--- config.mk ---
export PLATFORM = sky130hd
export DESIGN_NAME = slice_refresh_timer
export DESIGN_NICKNAME = d
export VERILOG_FILES = /design/src/rtl/slt_pkg.sv /design/src/rtl/slt_divider.sv /design/src/rtl/slt_refresh_burst.sv /design/src/rtl/slt_slice_counter.sv /design/src/rtl/slice_refresh_timer.sv
export SDC_FILE = /design/constraint.sdc
export NUM_CORES = 1
export LEC_CHECK = 0
export ABC_AREA = 0
export BUFFER_PORTS_ARGS = -buffer_cell sky130_fd_sc_hd__buf_2
export CORE_MARGIN = 1.5
export CORE_UTILIZATION = 55
export CTS_BUF_LIST = sky130_fd_sc_hd__clkbuf_4
export CTS_CLUSTER_DIAMETER = 30
export CTS_CLUSTER_SIZE = 24
export DETAILED_ROUTE_END_ITERATION = 16
export HOLD_SLACK_MARGIN = 0.05
export MAX_ROUTING_LAYER = met4
export PLACE_DENSITY = 0.77
export SKIP_CTS_REPAIR_TIMING = 1
export SYNTH_ARGS = -nofsm -noshare
export SYNTH_HDL_FRONTEND = slang
export SYNTH_SLANG_ARGS = --single-unit
--- constraint.sdc ---
create_clock -name clk -period 4.6 [get_ports clk]
set_clock_uncertainty 0.2 [all_clocks]
set_input_delay 0.23 -clock clk [delete_from_list [all_inputs] [get_ports clk]]
set_output_delay 0.23 -clock clk [all_outputs]
set_load 0.1 [all_outputs]
--- src/rtl/slt_pkg.sv ---
package slt_pkg;

    typedef enum logic [1:0] {
        SEQ_WAIT = 2'd0,
        SEQ_TX   = 2'd1,
        SEQ_RX   = 2'd2
    } seq_state_t;

    typedef enum logic [1:0] {
        RF_IDLE  = 2'd0,
        RF_PULSE = 2'd1,
        RF_GAP   = 2'd2
    } rf_state_t;

    // refresh loop passes per slice, rounded up
    function automatic int burst_iterations(input int ref_count, input int window_ms,
                                            input int slice_rate, input int per_iter);
        return 1 + (ref_count * 1000) / (window_ms * slice_rate * per_iter);
    endfunction

endpackage

--- src/rtl/slt_divider.sv ---
module slt_divider #(
    parameter int CYCLES_PER_SLICE = 20
) (
    input  logic clk,
    input  logic rst_n,
    output logic tick
);
    localparam int DW = (CYCLES_PER_SLICE > 2) ? $clog2(CYCLES_PER_SLICE) : 1;
    localparam logic [DW-1:0] LAST = DW'(CYCLES_PER_SLICE - 1);

    logic [DW-1:0] div_q;

    always_ff @(posedge clk) begin
        if (!rst_n)
            div_q <= '0;
        else if (div_q == LAST)
            div_q <= '0;
        else
            div_q <= div_q + 1'b1;
    end

    assign tick = (div_q == LAST);

    // tick never lasts two cycles
    p_tick_single_r1: assert property (@(posedge clk) disable iff (!rst_n)
        tick |=> !tick);

endmodule

--- src/rtl/slt_refresh_burst.sv ---
module slt_refresh_burst
    import slt_pkg::*;
#(
    parameter int PULSES = 3
) (
    input  logic clk,
    input  logic rst_n,
    input  logic start,
    output logic strobe
);
    localparam int RW = (PULSES > 2) ? $clog2(PULSES) : 1;

    rf_state_t     state_q, state_d;
    logic [RW-1:0] left_q, left_d;

    always_ff @(posedge clk) begin
        if (!rst_n) begin
            state_q <= RF_IDLE;
            left_q  <= '0;
        end else begin
            state_q <= state_d;
            left_q  <= left_d;
        end
    end

    always_comb begin
        state_d = state_q;
        left_d  = left_q;
        unique case (state_q)
            RF_IDLE: if (start) begin
                state_d = RF_PULSE;
                left_d  = RW'(PULSES - 1);
            end
            RF_PULSE: state_d = (left_q == '0) ? RF_IDLE : RF_GAP;
            RF_GAP: begin
                state_d = RF_PULSE;
                left_d  = left_q - 1'b1;
            end
            default: state_d = RF_IDLE;
        endcase
    end

    assign strobe = (state_q == RF_PULSE);

    // every request is a lone one-cycle pulse
    p_strobe_gap_r2: assert property (@(posedge clk) disable iff (!rst_n)
        strobe |=> !strobe);
    // previous burst is over when the next slice begins
    p_burst_done_r3: assert property (@(posedge clk) disable iff (!rst_n)
        start |-> (state_q == RF_IDLE));

endmodule

--- src/rtl/slt_slice_counter.sv ---
module slt_slice_counter #(
    parameter int CNT_W = 32
) (
    input  logic             clk,
    input  logic             rst_n,
    input  logic             step,
    input  logic             load,
    input  logic [CNT_W-1:0] load_value,
    output logic             evt
);
    logic [CNT_W-1:0] cnt_q;

    always_ff @(posedge clk) begin
        if (!rst_n) begin
            cnt_q <= '1;
            evt   <= 1'b0;
        end else begin
            evt <= 1'b0;
            if (load)
                cnt_q <= load_value;
            else if (step && cnt_q != '0) begin
                cnt_q <= cnt_q - 1'b1;
                evt   <= (cnt_q == CNT_W'(1));
            end
        end
    end

    // an event only follows a step
    p_evt_after_step_r4: assert property (@(posedge clk) disable iff (!rst_n)
        evt |-> $past(step));
    // an expired counter stays expired until reloaded
    p_zero_holds_r6: assert property (@(posedge clk) disable iff (!rst_n)
        (cnt_q == '0 && !load) |=> (cnt_q == '0 && !evt));

endmodule

--- src/rtl/slice_refresh_timer.sv ---
module slice_refresh_timer
    import slt_pkg::*;
#(
    parameter int CYCLES_PER_SLICE = 20,
    parameter int CNT_W            = 32,
    parameter int REFRESH_COUNT    = 512,
    parameter int WINDOW_MS        = 8,
    parameter int SLICE_RATE       = 76800,
    parameter int REQS_PER_ITER    = 3
) (
    input  logic             clk,
    input  logic             rst_n,
    input  logic             tx_load,
    input  logic [CNT_W-1:0] tx_load_value,
    input  logic             rx_load,
    input  logic [CNT_W-1:0] rx_load_value,
    output logic             slice_tick,
    output logic             refresh_req,
    output logic             tx_event,
    output logic             rx_event
);
    localparam int ITERS  = burst_iterations(REFRESH_COUNT, WINDOW_MS, SLICE_RATE, REQS_PER_ITER);
    localparam int PULSES = ITERS * REQS_PER_ITER;

    initial begin
        assert (CYCLES_PER_SLICE > 2 * PULSES)
            else $error("slice too short for refresh burst");
    end

    seq_state_t seq_q, seq_d;
    logic       tx_step, rx_step;

    slt_divider #(.CYCLES_PER_SLICE(CYCLES_PER_SLICE)) u_div (
        .clk(clk), .rst_n(rst_n), .tick(slice_tick)
    );

    slt_refresh_burst #(.PULSES(PULSES)) u_burst (
        .clk(clk), .rst_n(rst_n), .start(slice_tick), .strobe(refresh_req)
    );

    always_ff @(posedge clk) begin
        if (!rst_n) seq_q <= SEQ_WAIT;
        else        seq_q <= seq_d;
    end

    always_comb begin
        seq_d = seq_q;
        unique case (seq_q)
            SEQ_WAIT: if (slice_tick) seq_d = SEQ_TX;
            SEQ_TX:   seq_d = SEQ_RX;
            SEQ_RX:   seq_d = SEQ_WAIT;
            default:  seq_d = SEQ_WAIT;
        endcase
    end

    always_comb begin
        tx_step = (seq_q == SEQ_TX);
        rx_step = (seq_q == SEQ_RX);
    end

    slt_slice_counter #(.CNT_W(CNT_W)) u_tx_cnt (
        .clk(clk), .rst_n(rst_n), .step(tx_step), .load(tx_load),
        .load_value(tx_load_value), .evt(tx_event)
    );

    slt_slice_counter #(.CNT_W(CNT_W)) u_rx_cnt (
        .clk(clk), .rst_n(rst_n), .step(rx_step), .load(rx_load),
        .load_value(rx_load_value), .evt(rx_event)
    );

    // transmit and receive events occupy distinct cycles
    p_evt_apart_r5: assert property (@(posedge clk) disable iff (!rst_n)
        $onehot0({tx_event, rx_event}));
    // transmit event lands two cycles after a tick
    p_tx_slot_r4: assert property (@(posedge clk) disable iff (!rst_n)
        tx_event |-> $past(slice_tick, 2));

endmodule

==> run summary, run 1 <==
Clk Latency, worst-skew pair - 0.44 ns
Worst-Margin Slew - 1.15 ns
CP Class - reg -> reg
Pre-CTS setup slack - 1.64 ns
DIE WIDTH - 97.2 um
Initial DRT Pass Iterations - 7
Io pins - 72
F_max - 335 MHz
Post-DR vias/cell - 6.32
Max_cap viols - 0
FP Rows - 34
Initial antenna violation count - 0
Vias in the first global route - 4,665
Die span in y - 97.2 um
Final wirelength - 13,300 um
VDD IR max - 0.164 mV
Clock root buffer - clkbuf_4
Synthesized area per cell - 8.03 sq um
Clock sink count - 77
Dpl hpwl - 8620 um
Vias - 5,246
Post-route antenna net violation count - 0
Post-synthesis async set-or-reset flop share - 0
Gr usage total - 0.275
Unrepaired setup endpoints after global routing - no
CP endpoint kind - flop
CTS tree - built
Total negative slack - 0 ns
RePlAce Congestion - 0.893
Sequential share of the synthesized area - 0.316
Die footprint - 0.00945 sq mm
Power Density - 220 mW/mm^2
Leakage - 2.22 nW
First-pass GRT wire length - 21,400 um
Status - completed
Hold crit path type - in -> reg
Most frequent cells in the layout - dfxtp_1, nor2_1, buf_2, dlygate4sd3_1, nand3b_1
Top_reg_cell synth - dfxtp_1
Port Buffers - 71
Largest net degree at the start of global routing - 78
Worst Path Max Fanout - 14
Synthesis-to-finish area growth - 22.7%
Period utilisation layout - 0.648
CP Data Arrival Time - 3.13 ns
CTS Buffer Depth - 2
Core area - 0.00868 sq mm
1st-iter DRT viols - 227
Final setup vio count - 0
Post-Synthesis Net Count - 682
Grt ovf - 0
# diodes - 0
Fin. Hold Viols - 0
Mapped Area - 0.00488 sq mm
YS warnings - 0
Synthesized instance count - 608
CP Launch Type - flop
Average wire per standard cell - 16.0 um
Yosys reg bits - 77
Critical path required time - 4.75 ns
CTS Buf Count - 9
Post-route setup slack - 1.62 ns
Reg clk slew, reported paths - 0.13 ns
Commonest non-fill, non-tap cell in the layout - dfxtp_1
EDFF count, synth - 0
Placed cell count - 750
Synth unique cells - 66
H-tree depth - 3
Residual DRC count - 0
Final core utilization - 0.690
Post-layout nets - 791
Non-filler cells, final - 830
Final min period - 2.98 ns
Final Max Tran Viols - 0
Layout cells sized above 1 - 0.143
Initial core utilization - 0.562
Max-Slew Margin vs Limit - 0.233
-- stage by stage --
stage / power, mW / hold slack, ns / cell area, sq um
floorplan: 0.859 / 0.159 / 4880
global placement: 0.909 / 0.228 / 5240
detailed placement: 0.917 / 0.239 / 5240
CTS: 1.28 / -0.204 / 5350
global route: 1.38 / 0.126 / 5990
finish: 1.32 / 0.101 / 5990
-- state kept, by name, summed over array words and instances (netlist names) --
register         cells
u_rx_cnt.cnt_q      32
u_tx_cnt.cnt_q      32
u_div.div_q          5
seq_q                2
u_burst.left_q       2
u_burst.state_q      2
u_rx_cnt.evt         1
u_tx_cnt.evt         1
-- kinds of logic after synthesis --
logic type	count (synthesis)	synth area share
AOI/OAI and AO/OA	133	0.209
xor gates and xnor gates	10	0.0179
adders and majority gates	6	0.0154
buffers and inverters	64	0.0513
DFF	77	0.316
muxes	4	0.00820
and+or+nand+nor	314	0.382
-- layout make-up --
class,count,area (sq um)
Timing Repair Buffer,138,1020
Clock inverter,5,27.5
Inverter,24,90.1
Multi-Input combinational cell,467,3090
Clock buffer,11,82.6
Tap cell,108,135
Fill cell,713,2690
Sequential cell,77,1540
-- path summary, 6_finish.rpt --
path / slack [ns] / start / end / cells after the start
setup / recovery: 1.62 / seq_q[1] / u_rx_cnt.cnt_q[29] / 5
hold / removal: 0.10 / rst_n / u_rx_cnt.cnt_q[1] / 2
setup reg to reg: 1.62 / seq_q[1] / u_rx_cnt.cnt_q[29] / 5
hold reg to reg: 0.26 / u_div.div_q[0] / u_div.div_q[0] / 1
-- worst max-delay path, cell delays in order, from the launching register on --
cell and delay (ns):
dfxtp_1 0.40, nor2b_1 0.40, nand4_1 0.56, a211oi_1 0.89
nand3_1 0.17, o221a_2 0.29
-- Yosys cell counts, types with 12 or more instances --
master	n	area, sq um
nand3b_1	33	248
nand4_1	12	75.1
dfxtp_1	77	1540
a311oi_1	23	201
nor2b_1	13	81.3
nand2_1	31	116
and3b_1	20	175
a21oi_1	13	65.1
clkbuf_1	37	139
nor4_1	25	156
inv_1	24	90.1
a31oi_1	19	119
nor2_1	76	285
nor3_1	18	90.1
o311a_1	13	130
or3_1	13	81.3
-- power breakdown --
part	total (mW)	internal [mW]	switching (mW)
clock	0.366	0.120	0.246
combinational	0.200	0.111	0.0891
sequential	0.749	0.704	0.0446
total	1.32	0.935	0.380
-- metal layers --
metal	routed length, um	GRT usage	share of wire	vias up
met4	328	0.0992	0.025	0
met3	699	0.0597	0.053	31
li1	-	-	-	2546
met1	5680	0.337	0.43	2493
met5	0	-	0	-
met2	6600	0.446	0.50	176
No activity file was read; power rests on OpenSTA's default activity.
==> run 2, diff against run 1 <==
- clock period: 4.6 -> 2.95 ns (I/O delays scaled with it)
==> run summary, run 2 (same netlist as run 1, synthesis figures left out) <==
Status - completed
CP endpoint kind - flop
First-pass GRT wire length - 21,800 um
Gr usage total - 0.282
Die span in y - 97.2 um
Hold crit path type - in -> reg
Clk Latency, worst-skew pair - 0.44 ns
Average wire per standard cell - 16.3 um
H-tree depth - 3
Post-DR vias/cell - 6.30
Dpl hpwl - 9070 um
Initial core utilization - 0.562
Clock root buffer - clkbuf_4
Residual DRC count - 0
CTS tree - built
Final min period - 2.75 ns
Io pins - 72
Vias in the first global route - 4,775
Worst Path Max Fanout - 15
CP Class - reg -> reg
Power Total - 2.23 mW
Unrepaired setup endpoints after global routing - no
Post-route antenna net violation count - 0
Clock sink count - 77
Initial DRT Pass Iterations - 5
Most frequent cells in the layout - dfxtp_1, nor2_1, buf_2, dlygate4sd3_1, nand3b_1
Final Cell Area - 0.00621 sq mm
# diodes - 0
CTS Buf Count - 9
Area of the multi-input gates - 0.00310 sq mm
CP Launch Type - flop
Area post-placement - 0.00537 sq mm
Synthesis-to-finish area growth - 27.3%
Worst-Margin Slew - 0.742 ns
RePlAce Congestion - 0.940
Largest net degree at the start of global routing - 69
Final Max Tran Viols - 0
Die footprint - 0.00945 sq mm
Layout cells sized above 1 - 0.160
Hold_ws - 0.128 ns
F_max - 364 MHz
CP Data Arrival Time - 2.92 ns
VDD IR max - 0.242 mV
Final wirelength - 13,900 um
Reg clk slew, reported paths - 0.13 ns
Fillers - 701
FP Rows - 34
Period utilisation layout - 0.932
Commonest non-fill, non-tap cell in the layout - dfxtp_1
Core area - 0.00868 sq mm
DIE WIDTH - 97.2 um
Sequential Area - 0.00154 sq mm
Initial antenna violation count - 0
Max-Slew Margin vs Limit - 0.493
Leakage - 2.34 nW
Top flop regs - u_rx_cnt.cnt_q x32, u_tx_cnt.cnt_q x32, u_div.div_q x5
Vias - 5,363
Post-layout nets - 812
CTS Buffer Depth - 2
Total negative slack - 0 ns
1st-iter DRT viols - 244
Critical path required time - 3.12 ns
Fin. Hold Viols - 0
Final core utilization - 0.716
Max_cap viols - 0
Final setup vio count - 0
Grt ovf - 0
R2R Setup Slk - 0.20 ns
Port Buffers - 71
Power Density - 359 mW/mm^2
==> run 2: critical path, cell delays in order, from the launching register on <==
cell and delay, ns:
dfxtp_1 0.39, inv_1 0.08, ha_1 0.18, nor3b_1 0.28, nand2_1 0.19, a2111o_1 0.64
or4_1 0.53, a31oi_1 0.17
==> run 2: per-layer routing <==
| metal | track usage | vias up | routed length, um |
|---|---|---|---|
| li1 | - | 2592 | - |
| met1 | 0.342 | 2495 | 5760 |
| met2 | 0.473 | 237 | 6920 |
| met3 | 0.0396 | 39 | 840 |
| met4 | 0.113 | 0 | 331 |
| met5 | - | - | 0 |
==> run 2: per-stage QoR <==
stage	setup slack, ns	cells
after global routing	0.0410	851
after CTS	0.230	782
after global placement	0.378	766
after floorplan	0.457	608
final	0.200	851
after detailed placement	0.288	766
==> run 2: cell type report <==
cell class,instances,share of cell area
clock inverters,6,0.0125
inverters,24,0.0145
multi-input cells,467,0.499
flip-flops and latches,77,0.248
clock buffers,10,0.0121
well taps,108,0.0217
repair buffers,159,0.192
==> run 2: path summary, 6_finish.rpt <==
check | startpoint | end | depth (start not counted)
worst max-delay path | u_tx_cnt.cnt_q[0] | u_tx_cnt.cnt_q[30] | 7
worst min-delay path | tx_load | u_tx_cnt.cnt_q[15] | 3
worst max register to register | u_tx_cnt.cnt_q[0] | u_tx_cnt.cnt_q[30] | 7
worst min register to register | u_div.div_q[0] | u_div.div_q[0] | 1
==> run 2: where the power goes <==
group,internal (mW),switching (mW)
combinational,0.182,0.147
sequential,1.10,0.0687
clock,0.345,0.392
